**src/rtl/fwc_pkg.sv**
```systemverilog
package fwc_pkg;

  typedef enum logic [1:0] {
    ST_IDLE = 2'd0,
    ST_BUSY = 2'd1,
    ST_SUSP = 2'd2
  } fsm_e;

  typedef enum logic [1:0] {
    OP_PROG  = 2'd0,
    OP_ERASE = 2'd1,
    OP_LOCK  = 2'd2,
    OP_CLRLK = 2'd3
  } op_e;

  typedef enum logic [1:0] {
    STS_LEVEL   = 2'd0,
    STS_P_ERASE = 2'd1,
    STS_P_PROG  = 2'd2,
    STS_P_BOTH  = 2'd3
  } sts_mode_e;

  typedef struct packed {
    logic seq_err;
    logic lock_err;
    logic suspended;
    logic ready;
  } stat_t;

  // duration of an operation in cycles
  function automatic int unsigned op_len(op_e k, int unsigned p_cyc,
                                         int unsigned e_cyc, int unsigned l_cyc);
    case (k)
      OP_PROG:  return p_cyc;
      OP_ERASE: return e_cyc;
      default:  return l_cyc;
    endcase
  endfunction

  // whether a completing operation of kind k pulses the pin in mode m
  function automatic logic wants_pulse(sts_mode_e m, op_e k);
    return ((k == OP_PROG) && m[1]) || ((k == OP_ERASE) && m[0]);
  endfunction

  function automatic logic can_suspend(op_e k);
    return (k == OP_PROG) || (k == OP_ERASE);
  endfunction

  function automatic int unsigned max3(int unsigned a, int unsigned b, int unsigned c);
    int unsigned m;
    m = (a > b) ? a : b;
    return (m > c) ? m : c;
  endfunction

endpackage

```
**src/rtl/fwc_lock_bank.sv**
```systemverilog
module fwc_lock_bank #(
  parameter int NBLK  = 8,
  parameter int BLK_W = 3
) (
  input  logic             clk,
  input  logic             rst_n,
  input  logic             set_en,
  input  logic [BLK_W-1:0] set_idx,
  input  logic             clr_all,
  input  logic [BLK_W-1:0] rd_idx,
  output logic             rd_locked
);

  logic [NBLK-1:0] lk_q;

  for (genvar g = 0; g < NBLK; g++) begin : g_flag
    always_ff @(posedge clk or negedge rst_n) begin
      if (!rst_n)                                    lk_q[g] <= 1'b0;
      else if (clr_all)                              lk_q[g] <= 1'b0;
      else if (set_en && (set_idx == BLK_W'(g)))     lk_q[g] <= 1'b1;
    end
  end

  assign rd_locked = lk_q[rd_idx];

  // an unlock-all completion leaves no flag set
  assert_clear_all_R1: assert property (@(posedge clk) disable iff (!rst_n)
    clr_all |=> (lk_q == '0));

  // a lock completion leaves the chosen flag set
  assert_set_one_R1: assert property (@(posedge clk) disable iff (!rst_n)
    (set_en && !clr_all) |=> lk_q[$past(set_idx)]);

endmodule

```
**src/rtl/fwc_op_timer.sv**
```systemverilog
module fwc_op_timer #(
  parameter int CNT_W = 6
) (
  input  logic             clk,
  input  logic             rst_n,
  input  logic             load,
  input  logic [CNT_W-1:0] load_val,
  input  logic             run,
  output logic             done_o
);

  logic [CNT_W-1:0] cnt_q;

  always_ff @(posedge clk or negedge rst_n) begin
    if (!rst_n)                       cnt_q <= '0;
    else if (load)                    cnt_q <= load_val;
    else if (run && (cnt_q != '0))    cnt_q <= cnt_q - 1'b1;
  end

  assign done_o = run && (cnt_q == CNT_W'(1));

  // remaining time is frozen whenever the engine is not running
  assert_frozen_R10: assert property (@(posedge clk) disable iff (!rst_n)
    (!run && !load) |=> $stable(cnt_q));

endmodule

```
**src/rtl/fwc_sts_drive.sv**
```systemverilog
module fwc_sts_drive
  import fwc_pkg::*;
#(
  parameter int PULSE_CYC = 2
) (
  input  logic      clk,
  input  logic      rst_n,
  input  logic      cfg_we,
  input  sts_mode_e cfg_val,
  input  logic      busy,
  input  logic      fire,
  output sts_mode_e mode_o,
  output logic      sts_o
);

  localparam int PW = (PULSE_CYC < 1) ? 1 : $clog2(PULSE_CYC + 1);

  sts_mode_e      mode_q;
  logic [PW-1:0]  pcnt_q;

  always_ff @(posedge clk or negedge rst_n) begin
    if (!rst_n)      mode_q <= STS_LEVEL;
    else if (cfg_we) mode_q <= cfg_val;
  end

  always_ff @(posedge clk or negedge rst_n) begin
    if (!rst_n)               pcnt_q <= '0;
    else if (fire)            pcnt_q <= PW'(PULSE_CYC);
    else if (pcnt_q != '0)    pcnt_q <= pcnt_q - 1'b1;
  end

  assign mode_o = mode_q;
  assign sts_o  = (mode_q == STS_LEVEL) ? !busy : (pcnt_q == '0);

  if (PULSE_CYC == 2) begin : g_chk2
    // a pulse lasts at least two cycles
    assert_pulse_hold_R9: assert property (@(posedge clk) disable iff (!rst_n)
      ((mode_q != STS_LEVEL) && $fell(sts_o)) |=> !sts_o);
    // and no more than two
    assert_pulse_end_R9: assert property (@(posedge clk) disable iff (!rst_n)
      ((mode_q != STS_LEVEL) && !sts_o && $past(!sts_o) && !fire) |=> sts_o);
  end

endmodule

```
**src/rtl/flash_wsm_ctrl.sv**
```systemverilog
module flash_wsm_ctrl
  import fwc_pkg::*;
#(
  parameter int NBLK      = 8,
  parameter int PROG_CYC  = 8,
  parameter int ERASE_CYC = 32,
  parameter int LOCK_CYC  = 4,
  parameter int WAKE_CYC  = 3,
  parameter int PULSE_CYC = 2,
  parameter int BLK_W     = (NBLK > 1) ? $clog2(NBLK) : 1
) (
  input  logic             clk,
  input  logic             rst_n,
  input  logic             cmd_prog,
  input  logic             cmd_erase,
  input  logic             cmd_susp,
  input  logic             cmd_resume,
  input  logic             cmd_lock,
  input  logic             cmd_unlock_all,
  input  logic             cmd_cfg,
  input  logic [BLK_W-1:0] cmd_blk,
  input  logic [1:0]       cmd_cfg_mode,
  output logic             sts_o,
  output logic [3:0]       stat_o
);

  localparam int unsigned MAX_CYC = max3(PROG_CYC, ERASE_CYC, LOCK_CYC);
  localparam int CNT_W  = $clog2(MAX_CYC + 1);
  localparam int WAKE_W = (WAKE_CYC < 1) ? 1 : $clog2(WAKE_CYC + 1);

  fsm_e              state_q;
  op_e               op_q;
  logic [BLK_W-1:0]  blk_q;
  logic              lock_err_q, seq_err_q;
  logic [WAKE_W-1:0] wake_q;

  // named internal events
  logic      awake, any_cmd, lock_hit, t_done;
  logic      start_go, reject, cfg_we, susp_go, resume_go, seq_hit, pulse_fire;
  op_e       start_op;
  sts_mode_e mode_now;

  assign awake   = (wake_q == '0);
  assign any_cmd = cmd_prog | cmd_erase | cmd_susp | cmd_resume |
                   cmd_lock | cmd_unlock_all | cmd_cfg;

  // idle-time decode, fixed priority program > erase > lock > unlock > configure
  always_comb begin
    start_go = 1'b0;
    start_op = OP_PROG;
    reject   = 1'b0;
    cfg_we   = 1'b0;
    if ((state_q == ST_IDLE) && awake) begin
      if (cmd_prog || cmd_erase) begin
        if (lock_hit) reject = 1'b1;
        else begin
          start_go = 1'b1;
          start_op = cmd_prog ? OP_PROG : OP_ERASE;
        end
      end else if (cmd_lock) begin
        start_go = 1'b1;
        start_op = OP_LOCK;
      end else if (cmd_unlock_all) begin
        start_go = 1'b1;
        start_op = OP_CLRLK;
      end else if (cmd_cfg) begin
        cfg_we = 1'b1;
      end
    end
  end

  assign susp_go   = (state_q == ST_BUSY) && !t_done && cmd_susp && can_suspend(op_q);
  assign resume_go = (state_q == ST_SUSP) && cmd_resume;
  assign seq_hit   = ((state_q == ST_BUSY) && any_cmd && !susp_go) ||
                     ((state_q == ST_SUSP) && any_cmd && !resume_go);
  assign pulse_fire = t_done && wants_pulse(mode_now, op_q);

  always_ff @(posedge clk or negedge rst_n) begin
    if (!rst_n) begin
      state_q    <= ST_IDLE;
      op_q       <= OP_PROG;
      blk_q      <= '0;
      lock_err_q <= 1'b0;
      seq_err_q  <= 1'b0;
      wake_q     <= WAKE_W'(WAKE_CYC);
    end else begin
      if (!awake) wake_q <= wake_q - 1'b1;
      case (state_q)
        ST_IDLE: if (start_go) begin
          state_q <= ST_BUSY;
          op_q    <= start_op;
          blk_q   <= cmd_blk;
        end
        ST_BUSY: begin
          if (t_done)       state_q <= ST_IDLE;
          else if (susp_go) state_q <= ST_SUSP;
        end
        ST_SUSP: if (resume_go) state_q <= ST_BUSY;
        default: state_q <= ST_IDLE;
      endcase
      if (start_go) begin
        lock_err_q <= 1'b0;
        seq_err_q  <= 1'b0;
      end else begin
        if (reject)  lock_err_q <= 1'b1;
        if (seq_hit) seq_err_q  <= 1'b1;
      end
    end
  end

  fwc_lock_bank #(.NBLK(NBLK), .BLK_W(BLK_W)) u_locks (
    .clk       (clk),
    .rst_n     (rst_n),
    .set_en    (t_done && (op_q == OP_LOCK)),
    .set_idx   (blk_q),
    .clr_all   (t_done && (op_q == OP_CLRLK)),
    .rd_idx    (cmd_blk),
    .rd_locked (lock_hit)
  );

  fwc_op_timer #(.CNT_W(CNT_W)) u_timer (
    .clk      (clk),
    .rst_n    (rst_n),
    .load     (start_go),
    .load_val (CNT_W'(op_len(start_op, PROG_CYC, ERASE_CYC, LOCK_CYC))),
    .run      (state_q == ST_BUSY),
    .done_o   (t_done)
  );

  fwc_sts_drive #(.PULSE_CYC(PULSE_CYC)) u_sts (
    .clk     (clk),
    .rst_n   (rst_n),
    .cfg_we  (cfg_we),
    .cfg_val (sts_mode_e'(cmd_cfg_mode)),
    .busy    (state_q == ST_BUSY),
    .fire    (pulse_fire),
    .mode_o  (mode_now),
    .sts_o   (sts_o)
  );

  stat_t stat_w;
  always_comb begin
    stat_w.seq_err   = seq_err_q;
    stat_w.lock_err  = lock_err_q;
    stat_w.suspended = (state_q == ST_SUSP);
    stat_w.ready     = (state_q != ST_BUSY);
  end
  assign stat_o = stat_w;

  // nothing starts inside the wake-up window
  assert_wake_idle_R8: assert property (@(posedge clk) disable iff (!rst_n)
    !awake |-> (state_q == ST_IDLE));

  // a request to a locked block leaves the engine idle with the error flag
  assert_locked_reject_R2: assert property (@(posedge clk) disable iff (!rst_n)
    ((state_q == ST_IDLE) && awake && (cmd_prog || cmd_erase) && lock_hit)
      |=> ((state_q == ST_IDLE) && lock_err_q));

  // completion returns the engine to ready
  assert_done_ready_R3: assert property (@(posedge clk) disable iff (!rst_n)
    t_done |=> stat_o[0]);

  // work requests while running set the sequence error
  assert_busy_seq_R12: assert property (@(posedge clk) disable iff (!rst_n)
    ((state_q == ST_BUSY) && (cmd_prog || cmd_erase || cmd_lock)) |=> seq_err_q);

  // an accepted suspend shows the suspended flag
  assert_susp_flag_R5: assert property (@(posedge clk) disable iff (!rst_n)
    susp_go |=> (stat_o[1] && stat_o[0]));

endmodule

```
**config.mk**
```make
export PLATFORM = sky130hd
export DESIGN_NAME = flash_wsm_ctrl
export DESIGN_NICKNAME = d
export VERILOG_FILES = /design/src/rtl/fwc_pkg.sv /design/src/rtl/fwc_lock_bank.sv /design/src/rtl/fwc_op_timer.sv /design/src/rtl/fwc_sts_drive.sv /design/src/rtl/flash_wsm_ctrl.sv
export SDC_FILE = /design/constraint.sdc
export NUM_CORES = 1
export LEC_CHECK = 0
export BUFFER_PORTS_ARGS = -buffer_cell sky130_fd_sc_hd__buf_4
export CORE_MARGIN = 3
export CORE_UTILIZATION = 60
export CTS_BUF_LIST = sky130_fd_sc_hd__clkbuf_2
export CTS_CLUSTER_DIAMETER = 200
export CTS_CLUSTER_SIZE = 20
export DETAILED_ROUTE_END_ITERATION = 10
export GPL_ROUTABILITY_DRIVEN = 0
export PLACE_DENSITY = 0.82
export SLEW_MARGIN = 20
export SYNTH_ARGS = -nofsm -noshare
export SYNTH_HDL_FRONTEND = slang
export SYNTH_SLANG_ARGS = --single-unit
export TNS_END_PERCENT = 20
```
**constraint.sdc**
```tcl
create_clock -name clk -period 2.1 [get_ports clk]
set_input_delay 0.105 -clock clk [delete_from_list [all_inputs] [get_ports clk]]
set_output_delay 0.105 -clock clk [all_outputs]
set_load 0.1 [all_outputs]
```
==> load_flow_metrics.sql <==
INSERT INTO impl_metrics (metric_group, metric, value, unit) VALUES
('run_status', 'run_status', 'finished, final reports clean', ''),
('worst_setup_path', 'critical_path_buf_inv_count', '1', ''),
('clock_tree', 'cts_buffer_depth', '2', ''),
('pwr', 'p_leak', '0.827', 'nW'),
('placement', 'hpwl', '2.44', 'mm'),
('sta', 'skew', '0.0187', 'ns'),
('pwr', 'cell_internal_power', '1.43', 'mW'),
('yosys', 'synth_cell_types', '49', ''),
('sta', 'worst_slew_margin_relative_to_its_limit', '75.7', '%'),
('sta', 'part_of_the_cycle_the_worst_path_needs', '91.0', '%'),
('sta', 'hold_viol_final', '0', ''),
('worst_setup_path', 'critical_path_arrival', '2.22', 'ns'),
('global_routing', 'grt_overflow', '0', ''),
('yosys', 'postSynthRegisterBits', '29', ''),
('clock_tree', 'worst_skew_pair.late_latency', '0.37', 'ns'),
('worst_setup_path', 'critical_path.startpoint_type', 'register', ''),
('layout', 'multi_input_area', '800', 'um^2'),
('layout', 'drive_gt1_share', '25.3', '%'),
('clock_tree', 'post-cts-setup-buffer-count', '0', ''),
('worst_setup_path', 'critical_path.reg2reg.startpoint', 'wake_q[0]', ''),
('sta', 'setup_tns', '0', 'ns'),
('run', 'timing.max_cap.violations', '0', ''),
('layout', 'filler_cell_count', '192', ''),
('sta', 'setup_viol_count_final', '0', ''),
('layout', 'final_net_count', '193', ''),
('worst_setup_path', 'cp.required', '2.41', 'ns'),
('sta', 'finalWorstPathRequiredPeriod', '1.91', 'ns'),
('worst_setup_path', 'critical_path.top_delay_family', 'simple AND/OR/NAND/NOR gates', ''),
('global_routing', 'grt_start_max_net_pins', '30', ''),
('placement', 'placement.io_buffers', '18', ''),
('drt', 'totalWireLength', '3.24', 'mm'),
('sta', 'rsz0062_at_grt', 'no', ''),
('floorplan', 'floorplan.die_area', '0.00332', 'mm^2'),
('pwr', 'power.density_cell_area', '1560', 'mW/mm^2'),
('clock_tree', 'tritoncts', 'done', ''),
('worst_setup_path', 'critical_path.startpoint', 'wake_q[0]', ''),
('layout', 'area_used_by_sequential_logic_in_the_layout', '728', 'um^2'),
('clock_tree', 'clock-root-buffer', 'clkbuf_2', ''),
('floorplan', 'die_width', '57.6', 'um'),
('worst_setup_path', 'worstSetupPathType', 'register to register', ''),
('layout', 'mostFrequentLayoutCell', 'dfrtp_1', ''),
('layout', 'area_growth_syn_to_layout', '13.4', '%'),
('sta', 'achievable-frequency', '523', 'MHz'),
('yosys', 'postSynthNetCount', '168', ''),
('pwr', 'power_frac_clock', '9.3', '%'),
('yosys', 'post_synth.cell_area_avg', '10.7', 'um^2'),
('pwr', 'netSwitchingFraction', '49.5', '%'),
('global_routing', 'track_usage', '22.3', '%'),
('worst_setup_path', 'slack_of_the_worst_reg_to_reg_path', '0.19', 'ns'),
('yosys', 'synthesis_warnings', '0', ''),
('worst_setup_path', 'reg2reg_to', 'u_timer.cnt_q[2]', ''),
('drt', 'postRouteAntennaNets', '0', ''),
('floorplan', 'row_count', '18', ''),
('drt', 'remaining_drc_errors', '0', ''),
('pwr', 'share_comb_of_total_power', '55.5', '%'),
('pwr', 'power.sequential.fraction', '35.2', '%'),
('worst_setup_path', 'critical_path.max_fanout', '5', ''),
('layout', 'layout_common_cells', '27 x dfrtp_1, 19 x buf_4, 17 x nor2_1', ''),
('pwr', 'net_switching_component_of_the_power', '1.40', 'mW'),
('hold_path', 'min_path_cells', '2', ''),
('clock_tree', 'cts_htree_levels', '2', ''),
('worst_setup_path', 'critical_path.endpoint_type', 'register', ''),
('worst_setup_path', 'max_stage_delay', '0.44', 'ns'),
('layout', 'antenna-diode-count', '0', ''),
('sta', 'tightest_slew', '0.365', 'ns'),
('floorplan', 'core_area', '0.00250', 'mm^2'),
('drt', 'dr_total_vias', '1231', ''),
('sta', 'report.final.slew_viol_count', '0', ''),
('clock_tree', 'clkTransAtPathRegs', '0.13', 'ns'),
('yosys', 'synth_cells', '149', ''),
('global_routing', 'grt_first_pass_wirelength', '5.54', 'mm');
[repair_timing]
action	CTS	global route
gates resized for setup	0	0
hold buffers	4	0
hold endpoints to repair	33	0
[power groups by stage]
stage,Combinational [mW],Clock [mW],Sequential (mW)
floorplan,1.30,0,0.948
CTS,1.57,0.267,0.998
finish,1.57,0.263,0.999
global route,1.68,0.290,1.03
global placement,1.51,0,0.998
detailed placement,1.56,0,1.01
[synth_stat cells, drive strengths merged]
| cell | count | area share [%] |
|---|---|---|
| nand4 | 2 | 1.2 |
| and2b | 1 | 0.47 |
| a32o | 3 | 1.9 |
| and2 | 1 | 0.55 |
| or2 | 1 | 0.39 |
| xnor2 | 3 | 1.6 |
| o311a | 1 | 0.63 |
| nor3 | 7 | 3.2 |
| a31oi | 2 | 0.78 |
| o2bb2ai | 1 | 0.55 |
| a32oi | 1 | 0.55 |
| nand2b | 2 | 0.78 |
| a22oi | 1 | 0.78 |
| nor3b | 2 | 1.3 |
| a21oi | 6 | 2.1 |
| buf | 5 | 2.7 |
| nand4b | 2 | 1.1 |
| a211oi | 1 | 0.47 |
| o311ai | 1 | 0.55 |
| mux2 | 6 | 4.5 |
| o22ai | 1 | 0.39 |
| nand2 | 6 | 1.4 |
| ha | 5 | 3.9 |
| nor2b | 3 | 1.2 |
| dfstp | 2 | 3.3 |
| mux2i | 6 | 3.8 |
| or3b | 1 | 0.55 |
| nor4 | 1 | 1.3 |
| inv | 9 | 2.1 |
| xor2 | 3 | 1.6 |
| a22o | 6 | 3.3 |
| nand3b | 2 | 0.94 |
| dfrtp | 27 | 42 |
| o21ai | 4 | 1.3 |
| nor2 | 17 | 4.0 |
| a21o | 1 | 0.47 |
| o31ai | 1 | 0.47 |
| nand3 | 5 | 1.9 |
[through the flow]
stage / setup slack, ns / power (mW) / cells / cell area, um^2 / hold WS [ns]
2_1_floorplan: 0.286 / 2.25 / 149 / 1600 / -0.191
3_3_place_gp: 0.297 / 2.51 / 193 / 1740 / 0.0381
3_5_place_dp: 0.252 / 2.57 / 193 / 1740 / 0.0458
4_1_cts: 0.221 / 2.84 / 204 / 1820 / 0.00242
5_1_grt: 0.104 / 3.00 / 204 / 1820 / 0.0109
6_report: 0.189 / 2.84 / 204 / 1820 / 0.0207
[flip-flops by register name (all words and copies together), names as in the netlist, 2 cells and up]
signal,count
blk_q,3
op_q,2
state_q,2
u_locks.lk_q,8
u_sts.mode_o,2
u_sts.pcnt_q,2
u_timer.cnt_q,6
wake_q,2
[cells by family (layout without fill, tap and decap cells)]
family,after synthesis,in the layout,share of synthesized area (%)
AOI/OAI and AO/OA,30,30,14.2
xor gates and xnor gates,6,6,3.28
adders and majority gates,5,5,3.91
buffers and inverters,14,39,4.77
DFF,29,29,45.5
muxes,12,12,8.21
and+or+nand+nor,53,53,20.2
[worst max path at each step]
stage                                  end  slack (ns)  cells after the start
after floorplan                    op_q[0]        0.29                      7
after global placement             op_q[0]        0.30                      6
after detailed placement           op_q[0]        0.25                      6
after CTS                          op_q[0]        0.22                      6
after global routing      u_timer.cnt_q[2]        0.10                      7
final                     u_timer.cnt_q[2]        0.19                      7
[cell type report]
class,count,share of cell area [%]
multi-input cells,106,44.0
flip-flops and latches,29,40.1
repair buffers,23,10.1
well taps,30,2.07
inverters,9,1.86
clock buffers,6,1.65
clock inverters,1,0.207
[per-layer routing]
layer	GRT usage [%]	vias to the layer above	wire, um
li1	-	589	-
met1	29.6	593	1440
met2	34.7	44	1560
met3	4.68	5	199
met4	10.9	0	42
met5	0	-	0
(Power assumes the default switching activity.)
